--- src/rtl/dram_page_pkg.sv ---
package dram_page_pkg;

  typedef enum logic [2:0] {
    S_IDLE  = 3'd0,
    S_OPEN  = 3'd1,
    S_PRE   = 3'd2,
    S_ROW   = 3'd3,
    S_COL1  = 3'd4,
    S_COL2  = 3'd5,
    S_OTHER = 3'd6
  } seq_state_t;

  localparam int SHIFT_CODE_W = 3;
  localparam int SHIFT_W      = 4;

  // shift code -> number of column bits; reserved codes fall back to 8
  function automatic logic [SHIFT_W-1:0] decode_shift(input logic [SHIFT_CODE_W-1:0] code);
    logic [SHIFT_W-1:0] s;
    case (code)
      3'd0:    s = 4'd8;
      3'd1:    s = 4'd9;
      3'd2:    s = 4'd10;
      3'd3:    s = 4'd11;
      default: s = 4'd8;
    endcase
    return s;
  endfunction

endpackage

--- src/rtl/dram_cfg_reg.sv ---
module dram_cfg_reg
  import dram_page_pkg::*;
(
  input  logic                    clk,
  input  logic                    rst_n,
  input  logic                    load,
  input  logic                    burst_in,
  input  logic [SHIFT_CODE_W-1:0] code_in,
  output logic                    burst_en,
  output logic [SHIFT_W-1:0]      shift_bits
);

  logic                    burst_q, burst_d;
  logic [SHIFT_CODE_W-1:0] code_q,  code_d;

  always_comb begin
    burst_d = burst_q;
    code_d  = code_q;
    if (load) begin
      burst_d = burst_in;
      code_d  = code_in;
    end
  end

  always_ff @(posedge clk or negedge rst_n) begin
    if (!rst_n) begin
      burst_q <= 1'b0;
      code_q  <= '0;
    end else begin
      burst_q <= burst_d;
      code_q  <= code_d;
    end
  end

  assign burst_en   = burst_q;
  assign shift_bits = decode_shift(code_q);

  AST_SHIFT_IN_RANGE: assert property (@(posedge clk) disable iff (!rst_n)
    (shift_bits >= 4'd8) && (shift_bits <= 4'd11)) else $error("shift size out of range");

  AST_CFG_HOLDS: assert property (@(posedge clk) disable iff (!rst_n)
    !load |=> $stable(burst_en)) else $error("page enable changed without load");

endmodule

--- src/rtl/dram_row_track.sv ---
module dram_row_track
  import dram_page_pkg::*;
#(
  parameter int ADDR_W = 24,
  parameter int MA_W   = 11
) (
  input  logic               clk,
  input  logic               rst_n,
  input  logic               capture,
  input  logic [ADDR_W-1:0]  req_addr,
  input  logic [SHIFT_W-1:0] shift_bits,
  output logic               row_hit,
  output logic [MA_W-1:0]    row_val,
  output logic [MA_W-1:0]    col_val
);

  localparam int SHAMT_W = SHIFT_W + 1;

  logic [ADDR_W-1:0]  cur_q, cur_d;
  logic [ADDR_W-1:0]  row_mask;
  logic [SHAMT_W-1:0] shamt;

  assign shamt    = {1'b0, shift_bits} + SHAMT_W'(1);
  assign row_mask = {ADDR_W{1'b1}} << shamt;

  always_comb begin
    cur_d = cur_q;
    if (capture) cur_d = req_addr;
  end

  always_ff @(posedge clk or negedge rst_n) begin
    if (!rst_n) cur_q <= '0;
    else        cur_q <= cur_d;
  end

  assign row_hit = ((req_addr ^ cur_q) & row_mask) == '0;
  assign row_val = MA_W'(cur_q >> shamt);
  assign col_val = cur_q[MA_W:1];

  AST_CAPTURE_TAKES: assert property (@(posedge clk) disable iff (!rst_n)
    capture |=> row_hit || !$stable(req_addr)) else $error("captured row does not compare equal");

endmodule

--- src/rtl/dram_seq.sv ---
module dram_seq
  import dram_page_pkg::*;
#(
  parameter int DATA_W = 16
) (
  input  logic              clk,
  input  logic              rst_n,
  input  logic              req_valid,
  input  logic              req_dram,
  input  logic              req_write,
  input  logic              req_word,
  input  logic              req_lane,
  input  logic [DATA_W-1:0] req_wdata,
  input  logic              burst_en,
  input  logic              row_hit,
  output logic              accept,
  output logic              ready,
  output logic              rd_capture,
  output logic              sel_row,
  output logic              ras_n,
  output logic              ucas_n,
  output logic              lcas_n,
  output logic              we_n,
  output logic              oe_n,
  output logic              dq_oe,
  output logic [DATA_W-1:0] dq_out
);

  seq_state_t        state_q, state_d;
  logic              write_q, word_q, lane_q;
  logic [DATA_W-1:0] wdata_q;
  logic              col_phase, cas_on;

  assign accept = req_valid && ((state_q == S_IDLE) || (state_q == S_OPEN));

  // next-state
  always_comb begin
    state_d = state_q;
    unique case (state_q)
      S_IDLE:  if (req_valid) state_d = req_dram ? S_PRE : S_OTHER;
      S_OPEN: begin
        if (!req_valid)     state_d = S_IDLE;
        else if (!req_dram) state_d = S_OTHER;
        else if (row_hit)   state_d = S_COL1;
        else                state_d = S_PRE;
      end
      S_PRE:   state_d = S_ROW;
      S_ROW:   state_d = S_COL1;
      S_COL1:  state_d = S_COL2;
      S_COL2:  state_d = burst_en ? S_OPEN : S_IDLE;
      S_OTHER: state_d = S_IDLE;
      default: state_d = S_IDLE;
    endcase
  end

  // registers
  always_ff @(posedge clk or negedge rst_n) begin
    if (!rst_n) begin
      state_q <= S_IDLE;
      write_q <= 1'b0;
      word_q  <= 1'b0;
      lane_q  <= 1'b0;
      wdata_q <= '0;
    end else begin
      state_q <= state_d;
      if (accept) begin
        write_q <= req_write;
        word_q  <= req_word;
        lane_q  <= req_lane;
        wdata_q <= req_wdata;
      end
    end
  end

  // strobe decode
  assign col_phase  = (state_q == S_COL1) || (state_q == S_COL2);
  assign cas_on     = (state_q == S_COL2);
  assign ras_n      = !((state_q == S_ROW) || col_phase || (state_q == S_OPEN));
  assign ucas_n     = !(cas_on && (word_q || !lane_q));
  assign lcas_n     = !(cas_on && (word_q || lane_q));
  assign we_n       = !(col_phase && write_q);
  assign oe_n       = !(col_phase && !write_q);
  assign dq_oe      = col_phase && write_q;
  assign dq_out     = wdata_q;
  assign sel_row    = !col_phase;
  assign ready      = (state_q == S_COL2) || (state_q == S_OTHER);
  assign rd_capture = cas_on && !write_q;

  AST_CAS_UNDER_RAS: assert property (@(posedge clk) disable iff (!rst_n)
    (!ucas_n || !lcas_n) |-> !ras_n) else $error("column strobe without row strobe");
  AST_ROW_AFTER_PRE: assert property (@(posedge clk) disable iff (!rst_n)
    $fell(ras_n) |-> $past(state_q == S_PRE)) else $error("row opened without precharge");
  AST_HIT_KEEPS_ROW: assert property (@(posedge clk) disable iff (!rst_n)
    (state_q == S_OPEN && req_valid && req_dram && row_hit) |=> !ras_n && (state_q == S_COL1)) else $error("hit did not go to column phase");
  AST_IDLE_CLOSES: assert property (@(posedge clk) disable iff (!rst_n)
    (state_q == S_OPEN && !req_valid) |=> ras_n) else $error("idle row left open");
  AST_NOPAGE_CLOSES: assert property (@(posedge clk) disable iff (!rst_n)
    (state_q == S_COL2 && !burst_en) |=> ras_n) else $error("row kept open with page mode off");
  AST_OTHER_QUIET: assert property (@(posedge clk) disable iff (!rst_n)
    (accept && !req_dram) |=> ras_n && ucas_n && lcas_n && we_n && oe_n) else $error("strobe during non-DRAM access");
  AST_WE_OE_EXCL: assert property (@(posedge clk) disable iff (!rst_n)
    !(!we_n && !oe_n)) else $error("write and output enable together");
  AST_READY_PULSE: assert property (@(posedge clk) disable iff (!rst_n)
    ready |=> !ready) else $error("ready longer than one cycle");

endmodule

--- src/rtl/dram_page_ctrl.sv ---
module dram_page_ctrl
  import dram_page_pkg::*;
#(
  parameter int ADDR_W = 24,
  parameter int DATA_W = 16,
  parameter int MA_W   = 11
) (
  input  logic                    clk,
  input  logic                    rst_n,
  input  logic                    cfg_load,
  input  logic                    cfg_burst,
  input  logic [SHIFT_CODE_W-1:0] cfg_shift,
  input  logic                    req_valid,
  input  logic                    req_dram,
  input  logic                    req_write,
  input  logic                    req_word,
  input  logic [ADDR_W-1:0]       req_addr,
  input  logic [DATA_W-1:0]       req_wdata,
  output logic                    req_ready,
  output logic [DATA_W-1:0]       req_rdata,
  output logic [MA_W-1:0]         dram_addr,
  output logic                    dram_ras_n,
  output logic                    dram_ucas_n,
  output logic                    dram_lcas_n,
  output logic                    dram_we_n,
  output logic                    dram_oe_n,
  output logic [DATA_W-1:0]       dram_dq_out,
  output logic                    dram_dq_oe,
  input  logic [DATA_W-1:0]       dram_dq_in
);

  localparam int SYNC_STAGES = 2;

  logic [SYNC_STAGES-1:0] rst_sync_q;
  logic                   rst_int_n;
  logic                   burst_en, row_hit, accept, rd_capture, sel_row;
  logic [SHIFT_W-1:0]     shift_bits;
  logic [MA_W-1:0]        row_val, col_val;
  logic [DATA_W-1:0]      rdata_q, rdata_d;

  // reset: asserted asynchronously, released on the clock
  always_ff @(posedge clk or negedge rst_n) begin
    if (!rst_n) rst_sync_q <= '0;
    else        rst_sync_q <= {rst_sync_q[SYNC_STAGES-2:0], 1'b1};
  end
  assign rst_int_n = rst_sync_q[SYNC_STAGES-1];

  dram_cfg_reg u_cfg (
    .clk        (clk),
    .rst_n      (rst_int_n),
    .load       (cfg_load),
    .burst_in   (cfg_burst),
    .code_in    (cfg_shift),
    .burst_en   (burst_en),
    .shift_bits (shift_bits)
  );

  dram_row_track #(.ADDR_W(ADDR_W), .MA_W(MA_W)) u_row (
    .clk        (clk),
    .rst_n      (rst_int_n),
    .capture    (accept),
    .req_addr   (req_addr),
    .shift_bits (shift_bits),
    .row_hit    (row_hit),
    .row_val    (row_val),
    .col_val    (col_val)
  );

  dram_seq #(.DATA_W(DATA_W)) u_seq (
    .clk        (clk),
    .rst_n      (rst_int_n),
    .req_valid  (req_valid),
    .req_dram   (req_dram),
    .req_write  (req_write),
    .req_word   (req_word),
    .req_lane   (req_addr[0]),
    .req_wdata  (req_wdata),
    .burst_en   (burst_en),
    .row_hit    (row_hit),
    .accept     (accept),
    .ready      (req_ready),
    .rd_capture (rd_capture),
    .sel_row    (sel_row),
    .ras_n      (dram_ras_n),
    .ucas_n     (dram_ucas_n),
    .lcas_n     (dram_lcas_n),
    .we_n       (dram_we_n),
    .oe_n       (dram_oe_n),
    .dq_oe      (dram_dq_oe),
    .dq_out     (dram_dq_out)
  );

  assign dram_addr = sel_row ? row_val : col_val;

  always_comb begin
    rdata_d = rdata_q;
    if (rd_capture) rdata_d = dram_dq_in;
  end

  always_ff @(posedge clk or negedge rst_int_n) begin
    if (!rst_int_n) rdata_q <= '0;
    else            rdata_q <= rdata_d;
  end

  assign req_rdata = rdata_q;

  AST_RDATA_ONLY_ON_READ: assert property (@(posedge clk) disable iff (!rst_int_n)
    !rd_capture |=> $stable(req_rdata)) else $error("read data changed outside a read");

endmodule

--- config.mk ---
export PLATFORM = sky130hd
export DESIGN_NAME = dram_page_ctrl
export DESIGN_NICKNAME = d
export VERILOG_FILES = /design/src/rtl/dram_page_pkg.sv /design/src/rtl/dram_cfg_reg.sv /design/src/rtl/dram_row_track.sv /design/src/rtl/dram_seq.sv /design/src/rtl/dram_page_ctrl.sv
export SDC_FILE = /design/constraint.sdc
export NUM_CORES = 1
export LEC_CHECK = 0
export BUFFER_PORTS_ARGS = -buffer_cell sky130_fd_sc_hd__clkbuf_2
export CAP_MARGIN = 5
export CORE_UTILIZATION = 48
export CTS_CLUSTER_DIAMETER = 100
export DETAILED_ROUTE_END_ITERATION = 10
export GPL_ROUTABILITY_DRIVEN = 0
export PLACE_DENSITY = 0.78
export SLEW_MARGIN = 20
export SYNTH_ARGS = -nofsm -noshare
export SYNTH_HDL_FRONTEND = slang
export SYNTH_SLANG_ARGS = --single-unit
--- constraint.sdc ---
create_clock -name clk -period 3.6 [get_ports clk]
set_input_delay 0.72 -clock clk [delete_from_list [all_inputs] [get_ports clk]]
set_output_delay 0.72 -clock clk [all_outputs]
set_load 0.005 [all_outputs]
==> results of run 1 <==
-- final cells by class --
class,instances,area (sq um)
tap,77,96.3
clock buffer,9,124
timing repair buffer,121,618
clock inverter,7,77.6
inverter,5,18.8
sequential,67,1680
fill,535,2340
multi-input combinational,161,1430
-- routing by layer --
layer	vias to the layer above	GRT usage
met5	-	0
met4	0	0.113
met3	18	0.0537
met2	74	0.338
met1	1160	0.252
li1	1107	-
-- logic make-up after synthesis --
family,count (synthesis),synth area share
flops,67,0.527
other cells,1,0.00118
compound gates,26,0.0519
xor+xnor,16,0.0441
mux,86,0.299
buf+inv,17,0.0252
simple gates,32,0.0516
-- flip-flops by register name, summed over array words and instances (netlist names) --
| signal | count |
|---|---|
| u_seq.state_q | 3 |
| u_seq.write_q | 1 |
| u_seq.dq_out | 16 |
| u_cfg.burst_en | 1 |
| u_seq.word_q | 1 |
| req_rdata | 16 |
| rst_sync_q | 2 |
| u_row.cur_q | 24 |
| u_cfg.code_q | 3 |
-- worst min path at each step --
stage | start | endpoint | slack, ns | cells past startpoint
2_1_floorplan | rst_sync_q[0] | rst_sync_q[1] | 0.33 | 0
3_3_place_gp | rst_sync_q[0] | rst_sync_q[1] | 0.33 | 0
3_5_place_dp | rst_sync_q[0] | rst_sync_q[1] | 0.35 | 0
4_1_cts | rst_n | rst_sync_q[0] | 0.15 | 1
5_1_grt | rst_n | rst_sync_q[0] | 0.15 | 1
6_report | rst_n | rst_sync_q[0] | 0.16 | 1
-- power breakdown --
part | internal, mW | total (mW) | switching [mW]
registers | 1.11 | 1.42 | 0.306
clock network | 0.324 | 0.632 | 0.308
logic | 0.802 | 1.41 | 0.611
total | 2.24 | 3.46 | 1.23
-- synth_stat cells (3+ instances only) --
cell       n
inv_1      4
xor2_1     4
a21oi_1    9
nor2b_1    5
mux2_2    25
mux2i_1   15
dfrtp_1   67
o21ai_1    4
mux2_1    46
nand2_1   10
nor2_1     5
xnor2_1   12
clkbuf_1   3
buf_2      7
a211oi_1   3
-- through the flow --
stage                     worst slack (ns)  hold WS [ns]  total power, mW   util
final                                0.755         0.159             3.46  0.633
after detailed placement              1.13         0.348             2.86  0.601
after global routing                 0.620         0.148             3.71  0.633
after CTS                            0.756         0.147             3.51  0.633
after global placement                1.15         0.334             2.80  0.601
after floorplan                       1.41         0.331             2.26      -
==> impl_metrics.ini, run 1 <==
[timing]
relSlewSlack = 0.416
fmax_mhz = 351
finalCriticalPeriod_ns = 2.85
slew_violations = 0
hold_violations = 0
clock_skew_ns = 0.0123
finalCritPeriodShare = 0.790
final.setup.tns_ns = 0
tightest_slew_ns = 0.876
setup_viol = 0
rsz0062_at_grt = no

[worst_setup_path]
critPathRequiredTime_ns = 2.88
critPathSlowestCell = and2b_1
path_class = register to primary output
cp_top_family = simple AND/OR/NAND/NOR gates
crit_buf_inv = 1
r2r-start = u_cfg.code_q[2]
cp_max_fo = 16
path_depth = 5
slowest_delay_ns = 0.63
crit_end = dram_addr[1]
reg2reg_depth = 4
endpoint_kind = primary output
crit_path_start = u_cfg.code_q[2]
start_kind = register
reg2reg_to = u_seq.state_q[1]
r2r_slack_ns = 1.42
worstPathArrival_ns = 2.13
path_cells = and2b_1, mux2_2, a2bb2oi_1, a21oi_1, clkbuf_2

[yosys]
yosysWarnings = 0
syn_nets = 312
yosysTopAreaCell = dfrtp_1
ys_ff_latch = 67
synthCells = 245
syn_area_per_cell_sq_um = 13.0
synth_area_sq_um = 3180
ys_types = 34
synth_top_area_share = 0.527
synthTopCellsByArea = dfrtp_1 53%, mux2_1 16%, mux2_2 8.9%
async_reset_ff_frac = 1.00
synth-main-ff-cell = dfrtp_1
synth_edf_count = 0
yosysSeqAreaShare = 0.527

[floorplan]
die-area_sq_um = 6950
die_y_microns = 83.4
num_rows = 29
core_sq_um = 6390
start_util = 0.498
die_w_microns = 83.4
ios = 117

[cts]
ctsHoldBuffers = 0
clk_path_buf_depth = 2
cts_buffers = 9
clockRootBuffer = clkbuf_8
htreeDepth = 3
path_clk_slew_ns = 0.07
clock_latency_ns = 0.34
cts_tree = yes
cts.sinks = 67
ctsResizeCount = 0
post_cts_buffers = 0

[placement]
port-buffer-count = 116
place_area_sq_um = 3840
place_inst = 431
hpwl_mm = 5.14

[global_routing]
antenna_found_initial = 0
grt_pass1_vias = 2435
gr-usage-all-layers = 0.208
grt_max_degree = 40
grt_overflow = 0
grt_pass1_wl_mm = 11.2

[final_layout]
layout_common_cells = 116 x clkbuf_2, 66 x dfrtp_1, 46 x mux2_1, 25 x mux2_2, 15 x mux2i_1
drive_gt1_frac = 0.449
layout_commonest_cell = clkbuf_2
antenna_cells = 0
nNetsFinal = 432
final_area_sq_um = 4040
fin_cells = 447
area_growth_pct = 27.2

[detailed_routing]
top_layer_used = met4
drc = 0
drt_iter0_drc = 122
dr.pass1.iters = 4
drt-total-wl_mm = 6.87
routed-wl-met2_mm = 3.32
wl_met3_microns = 382
vias = 2359
wl_met1_mm = 2.98
routedWlPerCell_microns = 15.4
viasPerCell = 5.28
ant_nets = 0

[power_and_ir_drop]
vdd.ir_drop.worst_mv = 0.457
power_density_nw_per_um2 = 857
power_leakage_nw = 1.93

[min_path]
min_path_type = input port to asynchronous set/reset pin

[run]
maxCapViolCount = 0

[outcome]
status = completed
No activity file was read; power rests on OpenSTA's default activity.
==> run 2, diff against run 1 <==
--- a/config.mk
+++ b/config.mk
@@ -5,13 +5,14 @@
 export SDC_FILE = /design/constraint.sdc
 export NUM_CORES = 1
 export LEC_CHECK = 0
+export ABC_AREA = 1
 export BUFFER_PORTS_ARGS = -buffer_cell sky130_fd_sc_hd__clkbuf_2
 export CAP_MARGIN = 5
-export CORE_UTILIZATION = 48
+export CORE_UTILIZATION = 45
 export CTS_CLUSTER_DIAMETER = 100
 export DETAILED_ROUTE_END_ITERATION = 10
 export GPL_ROUTABILITY_DRIVEN = 0
-export PLACE_DENSITY = 0.78
+export PLACE_DENSITY = 0.76
 export SLEW_MARGIN = 20
 export SYNTH_ARGS = -nofsm -noshare
 export SYNTH_HDL_FRONTEND = slang
==> constraint.sdc (replaced) <==
create_clock -name clk -period 2.5 [get_ports clk]
set_input_delay 0.5 -clock clk [delete_from_list [all_inputs] [get_ports clk]]
set_output_delay 0.5 -clock clk [all_outputs]
set_load 0.005 [all_outputs]
==> impl_metrics.ini, run 2 <==
[outcome]
status = completed

[worst_setup_path]
cp_max_fo = 26
worstPathArrival_ns = 1.75
start_kind = register
critPathRequiredTime_ns = 2.00
r2r_slack_ns = 0.83
endpoint_kind = primary output
path_class = register to primary output

[timing]
final.setup.tns_ns = 0
fin_ws_ns = 0.251
relSlewSlack = 0.645
setup_viol = 0
hold_violations = 0
finalCriticalPeriod_ns = 2.25
tightest_slew_ns = 0.532
finalCritPeriodShare = 0.900
rsz0062_at_grt = no
clock_skew_ns = 0.00891
slew_violations = 0
fmax_mhz = 445

[cts]
cts.sinks = 67
clock_latency_ns = 0.34
clockRootBuffer = clkbuf_8
path_clk_slew_ns = 0.08
htreeDepth = 3
cts_tree = yes
post_cts_buffers = 0
clk_path_buf_depth = 2
cts_buffers = 9

[final_layout]
drive_gt1_frac = 0.297
antenna_cells = 0
layout_common_cells = 174 x nand2_1, 116 x clkbuf_2, 66 x dfrtp_1, 43 x o21ai_0, 39 x inv_1
layout_commonest_cell = nand2_1
largest_register = u_row.cur_q
nNetsFinal = 598
area_growth_pct = 27.4
largest_register_ffs = 24

[yosys]
yosysTopAreaCell = dfrtp_1
netlist_top_cells_count = 175 x nand2_1, 67 x dfrtp_1, 43 x o21ai_0, 39 x inv_1, 23 x nor2_1
yosysSeqAreaShare = 0.510
synth-main-ff-cell = dfrtp_1
syn_nets = 479
synth_edf_count = 0
synthTopCellsByArea = dfrtp_1 51%, nand2_1 20%, o21ai_0 6.5%
ys_ff_latch = 67
synth_area_sq_um = 3290
synthCells = 412
async_reset_ff_frac = 1.00
yosysMostFrequentCell = nand2_1
syn_area_per_cell_sq_um = 7.99
ys_types = 24
yosysWarnings = 0
synth_top_area_share = 0.510

[global_routing]
grt_pass1_vias = 2754
grt_max_degree = 57
grt_overflow = 0
grt_pass1_wl_mm = 12.8
gr-usage-all-layers = 0.219
antenna_found_initial = 0

[detailed_routing]
drt-total-wl_mm = 8.00
drt_iter0_drc = 131
viasPerCell = 4.72
wl_met3_microns = 423
drc = 0
ant_nets = 0
dr.pass1.iters = 4
routed-wl-met2_mm = 3.86
routedWlPerCell_microns = 12.7
top_layer_used = met4
wl_met1_mm = 3.57
vias = 2986

[floorplan]
start_util = 0.474
die_w_microns = 87.5
ios = 117
die-area_sq_um = 7660
die_y_microns = 87.5
num_rows = 30
core_sq_um = 6940

[min_path]
min_path_type = register to asynchronous set/reset pin

[power_and_ir_drop]
power_leakage_nw = 2.39
finalPower_mw = 4.82
vdd.ir_drop.worst_mv = 0.494
power_density_nw_per_um2 = 1150

[placement]
pre_cts_ws_ns = 0.623
port-buffer-count = 116
hpwl_mm = 5.91

[run]
maxCapViolCount = 0
## run 2: layer usage
layer  vias to the layer above  global-route usage
met5                         -                   0
met4                         0              0.0954
met3                        12              0.0427
met2                        87               0.355
met1                      1371               0.287
li1                       1516                   -
## run 2: kinds of logic (layout without fill, tap and decap cells)
logic type,count (synthesis),after routing,share of synthesized area
simple gates,207,207,0.245
flops,67,67,0.510
compound gates,61,61,0.0996
buf+inv,58,182,0.0715
mux,18,18,0.0730
other cells,1,1,0.00114
## run 2: power by group
group	total (mW)	internal [mW]	switching (mW)	leakage, nW
Clock	0.989	0.564	0.426	0.103
Combinational	1.91	0.873	1.04	1.47
Sequential	1.92	1.57	0.348	0.816
Total	4.82	3.01	1.81	2.39
## run 2: what timing repair did
action / CTS / global route
endpoints found under the hold margin: 2 / 0
gates resized for setup: 0 / 0
hold buffers: 1 / 0
## run 2: critical path, stage by stage, from the launching register on
cell and delay, ns:
dfrtp_1 0.37, inv_2 0.08, nand2_1 0.05, buf_4 0.20
o21ai_0 0.22, o21ai_0 0.10, a21oi_1 0.20, nor2_1 0.07
clkbuf_2 0.11
## run 2: path summary, 6_finish.rpt
kind,endpoint,start,cells after the start
setup / recovery,dram_addr[3],u_cfg.code_q[2],8
hold / removal,req_rdata[9],rst_sync_q[1],0
setup reg to reg,req_rdata[3],u_seq.state_q[2],6
hold reg to reg,req_rdata[9],rst_sync_q[1],0
max in group asynchronous,u_row.cur_q[1],rst_sync_q[1],1
min in group clk,u_seq.dq_out[13],req_wdata[13],3
## run 2: final cells by class
| cell class | instances | area (sq um) |
|---|---|---|
| fill | 662 | 2750 |
| clock buffer | 10 | 128 |
| clock inverter | 6 | 88.8 |
| multi-input combinational | 287 | 1380 |
| timing repair buffer | 123 | 636 |
| sequential | 67 | 1680 |
| inverter | 43 | 161 |
| tap | 96 | 120 |
## run 2: per-stage QoR
stage	util	cells	instance area, sq um	hold WS [ns]
2_1_floorplan	-	412	3290	0.204
3_3_place_gp	0.571	615	3970	0.231
3_5_place_dp	0.571	615	3970	0.233
4_1_cts	0.604	632	4190	0.236
5_1_grt	0.604	632	4190	0.256
6_report	0.604	632	4190	0.216
